**src/rtl/xalu_pkg.sv**
```systemverilog
// Shared definitions for the extended accumulator ALU: flag bit
// positions (fixed, the flag byte is decoded by neighbours) and the
// internal operation code.
package xalu_pkg;
    localparam int FL_S = 7;
    localparam int FL_Z = 6;
    localparam int FL_H = 4;
    localparam int FL_P = 2;
    localparam int FL_N = 1;
    localparam int FL_C = 0;

    typedef enum logic [2:0] {
        OPX_NEG  = 3'd0,
        OPX_TST  = 3'd1,
        OPX_ROTR = 3'd2,
        OPX_ROTL = 3'd3,
        OPX_MUL  = 3'd4,
        OPX_PORT = 3'd5,
        OPX_BAD  = 3'd6
    } opx_e;
endpackage

```
**src/rtl/xalu_decode.sv**
```systemverilog
// Opcode decoder: maps the prefixed opcode and the extended-mode enable
// onto an internal operation. Purely combinational.
// Assumes opcode is the byte that follows the prefix.
module xalu_decode
    import xalu_pkg::*;
(
    input  logic [7:0] opcode,
    input  logic       ext_en,
    output opx_e       op
);
    // Select the operation; everything unlisted is invalid.
    always_comb begin
        op = OPX_BAD;
        if (opcode < 8'h40) begin
            if (ext_en) begin
                case (opcode[2:0])
                    3'd0, 3'd1: op = OPX_PORT;
                    3'd4:       op = OPX_TST;
                    default:    op = OPX_BAD;
                endcase
            end
        end else begin
            case (opcode)
                8'h44:                      op = OPX_NEG;
                8'h64:                      op = ext_en ? OPX_TST : OPX_BAD;
                8'h67:                      op = OPX_ROTR;
                8'h6F:                      op = OPX_ROTL;
                8'h4C, 8'h5C, 8'h6C, 8'h7C: op = ext_en ? OPX_MUL : OPX_BAD;
                default:                    op = OPX_BAD;
            endcase
        end
    end
endmodule

```
**src/rtl/xalu_core.sv**
```systemverilog
// Datapath: computes the new accumulator, memory byte and product for
// the decoded operation. Combinational; flags are formed elsewhere.
// Assumes W is even (nibble = W/2).
module xalu_core
    import xalu_pkg::*;
#(
    parameter int W = 8
) (
    input  opx_e           op,
    input  logic [W-1:0]   acc_in,
    input  logic [W-1:0]   operand,
    input  logic [W-1:0]   mem_rdata,
    input  logic [2*W-1:0] pair_in,
    output logic [W-1:0]   acc_nxt,
    output logic [W-1:0]   tst_val,
    output logic [W-1:0]   mem_nxt,
    output logic           mem_wr,
    output logic [2*W-1:0] prod_nxt,
    output logic           prod_wr
);
    localparam int NB = W / 2;

    logic [W-1:0] neg_val;

    assign neg_val  = '0 - acc_in;
    assign tst_val  = acc_in & operand;
    assign prod_nxt = pair_in[2*W-1:W] * pair_in[W-1:0];

    // Choose the accumulator and memory byte for each operation.
    always_comb begin
        acc_nxt = acc_in;
        mem_nxt = '0;
        mem_wr  = 1'b0;
        prod_wr = 1'b0;
        case (op)
            OPX_NEG: acc_nxt = neg_val;
            OPX_ROTR: begin
                mem_nxt = {acc_in[NB-1:0], mem_rdata[W-1:NB]};
                acc_nxt = {acc_in[W-1:NB], mem_rdata[NB-1:0]};
                mem_wr  = 1'b1;
            end
            OPX_ROTL: begin
                mem_nxt = {mem_rdata[NB-1:0], acc_in[NB-1:0]};
                acc_nxt = {acc_in[W-1:NB], mem_rdata[W-1:NB]};
                mem_wr  = 1'b1;
            end
            OPX_MUL: prod_wr = 1'b1;
            default: ;
        endcase
    end
endmodule

```
**src/rtl/xalu_flags.sv**
```systemverilog
// Flag former: builds the new flag byte from the operation, the old
// accumulator, the datapath results and the old flags.
// Assumes the bit layout of xalu_pkg; bits 5 and 3 always pass through.
module xalu_flags
    import xalu_pkg::*;
#(
    parameter int W = 8
) (
    input  opx_e         op,
    input  logic [W-1:0] acc_in,
    input  logic [W-1:0] acc_nxt,
    input  logic [W-1:0] tst_val,
    input  logic [7:0]   flags_in,
    output logic [7:0]   flags_nxt
);
    localparam logic [W-1:0] MIN_NEG = {1'b1, {(W-1){1'b0}}};

    // Per-operation flag rules.
    always_comb begin
        flags_nxt = flags_in;
        case (op)
            OPX_NEG: begin
                flags_nxt[FL_S] = acc_nxt[W-1];
                flags_nxt[FL_Z] = (acc_nxt == '0);
                flags_nxt[FL_H] = |acc_in[3:0];
                flags_nxt[FL_P] = (acc_in == MIN_NEG);
                flags_nxt[FL_N] = 1'b1;
                flags_nxt[FL_C] = |acc_in;
            end
            OPX_TST: begin
                flags_nxt[FL_S] = tst_val[W-1];
                flags_nxt[FL_Z] = (tst_val == '0);
                flags_nxt[FL_H] = 1'b1;
                flags_nxt[FL_P] = ~^tst_val;
                flags_nxt[FL_N] = 1'b0;
                flags_nxt[FL_C] = 1'b0;
            end
            OPX_ROTR, OPX_ROTL: begin
                flags_nxt[FL_S] = acc_nxt[W-1];
                flags_nxt[FL_Z] = (acc_nxt == '0);
                flags_nxt[FL_H] = 1'b0;
                flags_nxt[FL_P] = ~^acc_nxt;
                flags_nxt[FL_N] = 1'b0;
            end
            default: ;
        endcase
    end
endmodule

```
**src/rtl/xalu_top.sv**
```systemverilog
// Extended accumulator ALU top: decodes, computes and registers one
// result per start pulse; done follows start by one cycle.
// Assumes the sequencer holds no expectation of outputs outside done.
module xalu_top
    import xalu_pkg::*;
#(
    parameter int W = 8
) (
    input  logic           clk,
    input  logic           rst_n,
    input  logic           start,
    input  logic           ext_en,
    input  logic [7:0]     opcode,
    input  logic [W-1:0]   acc_in,
    input  logic [7:0]     flags_in,
    input  logic [W-1:0]   operand,
    input  logic [W-1:0]   mem_rdata,
    input  logic [2*W-1:0] pair_in,
    output logic           done,
    output logic [W-1:0]   acc_out,
    output logic [7:0]     flags_out,
    output logic [W-1:0]   mem_wdata,
    output logic           mem_we,
    output logic [2*W-1:0] product,
    output logic           prod_we,
    output logic           illegal
);
    opx_e           op;
    logic [W-1:0]   acc_nxt, tst_val, mem_nxt;
    logic           mem_wr, prod_wr;
    logic [2*W-1:0] prod_nxt;
    logic [7:0]     flags_nxt;

    xalu_decode u_dec (
        .opcode (opcode),
        .ext_en (ext_en),
        .op     (op)
    );

    xalu_core #(.W(W)) u_core (
        .op        (op),
        .acc_in    (acc_in),
        .operand   (operand),
        .mem_rdata (mem_rdata),
        .pair_in   (pair_in),
        .acc_nxt   (acc_nxt),
        .tst_val   (tst_val),
        .mem_nxt   (mem_nxt),
        .mem_wr    (mem_wr),
        .prod_nxt  (prod_nxt),
        .prod_wr   (prod_wr)
    );

    xalu_flags #(.W(W)) u_flags (
        .op        (op),
        .acc_in    (acc_in),
        .acc_nxt   (acc_nxt),
        .tst_val   (tst_val),
        .flags_in  (flags_in),
        .flags_nxt (flags_nxt)
    );

    // Result register: capture on start, strobes last one cycle.
    always_ff @(posedge clk) begin
        if (!rst_n) begin
            done      <= 1'b0;
            acc_out   <= '0;
            flags_out <= '0;
            mem_wdata <= '0;
            mem_we    <= 1'b0;
            product   <= '0;
            prod_we   <= 1'b0;
            illegal   <= 1'b0;
        end else begin
            done    <= start;
            mem_we  <= 1'b0;
            prod_we <= 1'b0;
            illegal <= 1'b0;
            if (start) begin
                acc_out   <= acc_nxt;
                flags_out <= flags_nxt;
                mem_wdata <= mem_nxt;
                mem_we    <= mem_wr;
                product   <= prod_nxt;
                prod_we   <= prod_wr;
                illegal   <= (op == OPX_BAD);
            end
        end
    end
endmodule

```
**config.mk**
```make
export PLATFORM = sky130hd
export DESIGN_NAME = xalu_top
export DESIGN_NICKNAME = d
export VERILOG_FILES = /design/src/rtl/xalu_pkg.sv /design/src/rtl/xalu_decode.sv /design/src/rtl/xalu_core.sv /design/src/rtl/xalu_flags.sv /design/src/rtl/xalu_top.sv
export SDC_FILE = /design/constraint.sdc
export NUM_CORES = 1
export LEC_CHECK = 0
export ABC_AREA = 1
export BUFFER_PORTS_ARGS = -buffer_cell sky130_fd_sc_hd__buf_2
export CORE_AREA = 2 2 112 114
export CTS_CLUSTER_DIAMETER = 200
export CTS_CLUSTER_SIZE = 14
export DETAILED_ROUTE_END_ITERATION = 8
export DIE_AREA = 0 0 114 116
export PLACE_DENSITY = 0.57
export SYNTH_ARGS = -nofsm -noshare
export SYNTH_HDL_FRONTEND = slang
export SYNTH_SLANG_ARGS = --single-unit
export TNS_END_PERCENT = 50
```
**constraint.sdc**
```tcl
create_clock -name clk -period 6.5 [get_ports clk]
set_input_delay 1.3 -clock clk [delete_from_list [all_inputs] [get_ports clk]]
set_output_delay 1.3 -clock clk [all_outputs]
set_load 0.02 [all_outputs]
```
# Word-level counts from Yosys, hierarchy flattened
# Cells that the tools add are included.
totals:
  reg_bits: 44
  input_bits: 60
classes:
  n_addsub: 1
  multipliers: 1
  order_cmp: 1
  n_eq_ne: 16
  n_mux: 14
  bitwise: 1
  n_reduce_logical: 13
op_table:
  columns: ["cell", "n"]
  rows:
  - ["8-bit by 7-bit == test with 1-bit output (second input constant)", 8]
  - ["8-bit case mux with 3 select lines", 1]
  - ["8-bit logical NOT", 2]
  - ["8-bit by 8-bit multiplier with 16-bit output", 1]
  - ["8-bit case mux with 2 select lines", 1]
  - ["8-bit XNOR reduction", 2]
  - ["3-bit case mux with 5 select lines", 1]
  - ["3-bit == test (second input constant)", 3]
  - ["3-bit two-way mux", 3]
  - ["8-bit bitwise AND", 1]
  - ["8-bit == test (second input constant)", 1]
  - ["8-bit by 7-bit less-than comparator with 1-bit output (second input constant)", 1]
  - ["4-bit OR reduction", 2]
  - ["8-bit OR reduction", 1]
  - ["1-bit by 8-bit subtractor with 8-bit output (first input constant)", 1]
  - ["3-bit by 1-bit == test with 1-bit output (second input constant)", 2]
  - ["3-bit by 2-bit == test with 1-bit output (second input constant)", 2]
  - ["3-bit logical NOT", 2]
  - ["2-bit case mux with 3 select lines", 1]
  - ["3-bit case mux with 2 select lines", 1]
  - ["2-bit case mux with 2 select lines", 1]
  - ["2-bit OR reduction", 2]
  - ["1-bit case mux with 3 select lines", 1]
  - ["3-bit OR reduction", 1]
  - ["4 further kinds", 5]

# Longest topological paths before layout
logic_depth:
  word_depth: 9
  mapped_depth: 18
  ltp_nobuf: 18

# Modules after synthesis
# Synthesis repeated with hierarchy kept, for this count alone.
hier_totals:
  cells_unflattened: 878
  area_unflattened_um2: 5356.4
by_module_without_submodules:
  columns: ["mod", "instances", "cells_each", "area_per_inst_um2", "seq_area_each_um2"]
  rows:
  - ["xalu_core", 1, 469, 2827.7, 0.0]
  - ["xalu_top", 1, 267, 1813.0, 880.8]
  - ["xalu_flags", 1, 100, 509.2, 0.0]
  - ["xalu_decode", 1, 42, 206.4, 0.0]

# Worst setup path before layout
# OpenSTA, ideal clock, no wires.
synth_path:
  path_kind: "in2reg"
  start: "in pair_in[7]"
  end: "reg product[10]"
  setup_time_ns: 0.058
  t_arrival_ns: 4.873
  required_time_ns: 6.442
  slack_ns: 1.569
  stages: 17
  cell_sequence: "clkbuf_1 nand2_1 inv_1 fa_1 inv_1 fa_1 fa_1 fa_1 inv_1 ha_1 nand2_1 o21ai_0 a21oi_1 or2_2 nand3_1 o211ai_1 inv_1"
synth_via:
  elab_chain_len: 1
synth_lines:
  columns: ["item", "line", "source"]
  rows:
  - ["start, declared", "xalu_top.sv:18", "input logic [2*W-1:0] pair_in,"]
  - ["8-bit by 8-bit multiplier with 16-bit output", "xalu_core.sv:27", "assign prod_nxt = pair_in[2*W-1:W] * pair_in[W-1:0];"]
  - ["end signal, assigned", "xalu_top.sv:84", "product <= prod_nxt;"]
  - ["end, declared", "xalu_top.sv:24", "output logic [2*W-1:0] product,"]
# Every way passes these cells.
# A chain may end at the register's enable or synchronous reset.

# Final worst setup path
# Same ends and word-level chain as after synthesis.

==> run metrics <==
min Tclk post-route=slightly below 5000 ps; CP Data Arrival Time=just over 5000 ps; Layout Cells excl Fill=between 800 and 900; Final Cell Area=between 5000 and 6000 µm²; CP max stage cell=fa_1; Hold Path Class=flip-flop to flip-flop; commonest cells in the netlist=149 x inv_1, 147 x nand2_1, 45 x ha_1; Initial Util=0.395; Worst Path Required=6720 ps; number of global-route vias before repair=between 4000 and 5000; Worst path top cell family by delay=adder cells; hold_sp=mem_wdata[0]$_SDFFE_PN0P_; Die Y=116 µm; TritonCTS clock tree=yes; Reg2Reg Depth=4; dominant cell by count in the synthesized netlist=inv_1; DRT iter0 DRCs=between 150 and 200; Hold Crit Endpoint=mem_wdata[0]$_SDFFE_PN0P_; CP startpoint kind=input pin; VDD IR max=approximately 0.00010 V; terminus of the critical flop-to-flop path=product[9]$_SDFFE_PN0P_; post-route ant nets=0; worst path buffer plus inverter count=5; H-tree levels=2; Area Growth Syn to Fin=15.9%; Skew-Pair Late Insertion Delay=around 280 ps; antenna violations before repair=1; RSZ-0062 raised after global routing=false; Crit. End Element=flip-flop; all-layer global routing usage=0.193; first-pass GRT wire length=between 20000 and 25000 µm; CP peak stage delay=between 500 and 600 ps; post-synthesis sequential area ratio=0.187; Clock Path Buffers=2; Avg WL per Cell=between 10 and 15 µm; cells after synthesis=around 670; FFs w/ async S/R, synth=0; IO Pins=roughly 100; setup TNS=0 ps; via/cell ratio=~4.8; Synth area leader=dfxtp_1; RePlAce Congestion=0.845; final wirelength=12200 µm; worst reg-to-reg setup slack=slightly below 6000 ps; # setup viols final=0; outcome=completed; DRC=0; critical-path cell list=buf_2, nand2_1, inv_1, fa_1, inv_1, fa_1, fa_1, inv_1, fa_1, ha_1, nand2_1, o21ai_0, a21oi_1, or2_2, nand3_1, o211ai_1, inv_1; syn_nets=slightly above 800; Lkg Pwr=between 0.003 and 0.004 µW; Setup CP Type=input pin to flip-flop; nets=between 800 and 900; Total Die Area=13200 µm²; core area=between 10000 and 15000 µm²; Final Cycle Share=0.755; Die W=approximately 110 µm; Post-synth EDFFs=0; dpl cells=a little under 900; IO Port Bufs=103; Slew @ Worst Pin=~670 ps; FF-to-FF Start=product[9]$_SDFFE_PN0P_; Post-DP HPWL=10300 µm; Max-Cap Viols=0; Final Skew=0 ps; largest net degree at the start of global routing=63; layout cell share with drive strength beyond 1=0.179; clock root buffer master=clkbuf_16; post-CTS setup buffer count=0; YS warnings=0; top-area cell type share of the netlist area=0.187; first drt pass iteration count=5; CTS buffer count=5; CTS sink count=44; clk slew on worst S/H paths=60 ps; top achievable clock speed=0.204 GHz; power density over the cells=about 240 nW/µm²; Slew Viols, Final=0; ranking of synthesized cells by area=dfxtp_1 19%, fa_1 15%, ha_1 12%, inv_1 12%, nand2_1 12%; Antenna diodes=0; post_cts resized=0; Post-synth top flop=dfxtp_1; Mean Syn Cell Area=~7.1 µm²; synthesized cell area=4710 µm²; max_slew headroom=0.552; Hold Violations, Final=0; Hold Buf Count CTS=0; CP Max Fanout=8; total congestion overflow=0; depth of the worst hold-timing path=2; placed cell area=around 5300 µm²; Site Rows=40; Yosys reg bits=between 40 and 50; vias after detailed routing=approximately 4300; Synth cell types=38
## logic make-up (layout without fill, tap and decap cells)
| group | count (synthesis) | after routing | share of synthesized area |
|---|---|---|---|
| buffers and inverters | 183 | 264 | 0.152 |
| adder cells (fa/ha/maj) | 81 | 81 | 0.273 |
| AO/OA/AOI/OAI | 92 | 92 | 0.126 |
| AND/OR/NAND/NOR | 253 | 253 | 0.237 |
| XOR/XNOR | 14 | 14 | 0.0260 |
| flip-flops | 44 | 44 | 0.187 |
## final cells by class
class	instances	area, µm²
fill	1276	6450
multi-input combinational	440	3110
sequential	44	881
inverter	153	574
timing repair buffer	104	523
tap	147	184
clock buffer	5	125
clock inverter	2	60.1
## where the power goes
group          switching, µW  total [µW]  internal (µW)
combinational            432         693            261
clock                    104         322            218
sequential              19.1         322            303
## stage by stage
stage	total power (µW)	setup slack, ps	hold WS (ps)	util
2_1_floorplan	839	1570	544	-
6_report	1340	1590	474	0.458
4_1_cts	1370	1590	476	0.458
3_5_place_dp	1030	1310	463	0.443
5_1_grt	1480	1360	495	0.458
3_3_place_gp	1030	1370	463	0.443
## per-layer routing
layer  share of wire  routed length [µm]  vias up  track usage
met1            0.43                5300     1985        0.234
met5         0.00065                   8        -            0
met4           0.015                 186        2       0.0439
met2            0.51                6200       98        0.361
met3           0.045                 549       12       0.0309
li1                -                   -     2242            -
## worst reg2reg max path: cells and delay by family (launching register included)
family | cells | cell delay [ps]
flops | 1 | 350
simple gates | 2 | 150
buf+inv | 1 | 60
compound gates | 1 | 90
## cell usage in the layout (no fill, tap or decap), types with 3 or more instances in the layout
cell,count
buf_2,103
dfxtp_1,44
nand3_1,35
xnor2_1,9
o22ai_1,5
ha_1,45
a21oi_1,19
fa_1,36
o221ai_1,7
nand2_2,3
nand4_1,9
clkbuf_16,5
nor2_1,42
o211ai_1,22
inv_1,149
inv_2,4
o21ai_0,29
nand2_1,147
nor2_4,4
xor2_1,5
## registers in the layout, summed over array words and instances, names as in the netlist
signal and flops:
mem_we 1, done 1, acc_out 8, illegal 1, prod_we 1, flags_out 8, mem_wdata 8, product 16
## worst max path at each step
stage | depth (start not counted) | slack (ps) | endpoint | start
after global routing | 17 | 1360 | product[10]$_SDFFE_PN0P_ | pair_in[9]
after global placement | 17 | 1370 | product[10]$_SDFFE_PN0P_ | pair_in[9]
after CTS | 17 | 1590 | product[10]$_SDFFE_PN0P_ | pair_in[7]
after floorplan | 17 | 1570 | product[10]$_SDFFE_PN0P_ | pair_in[7]
after detailed placement | 17 | 1310 | product[10]$_SDFFE_PN0P_ | pair_in[9]
final | 17 | 1590 | product[10]$_SDFFE_PN0P_ | pair_in[7]
Power figures use the tool's default switching activity.
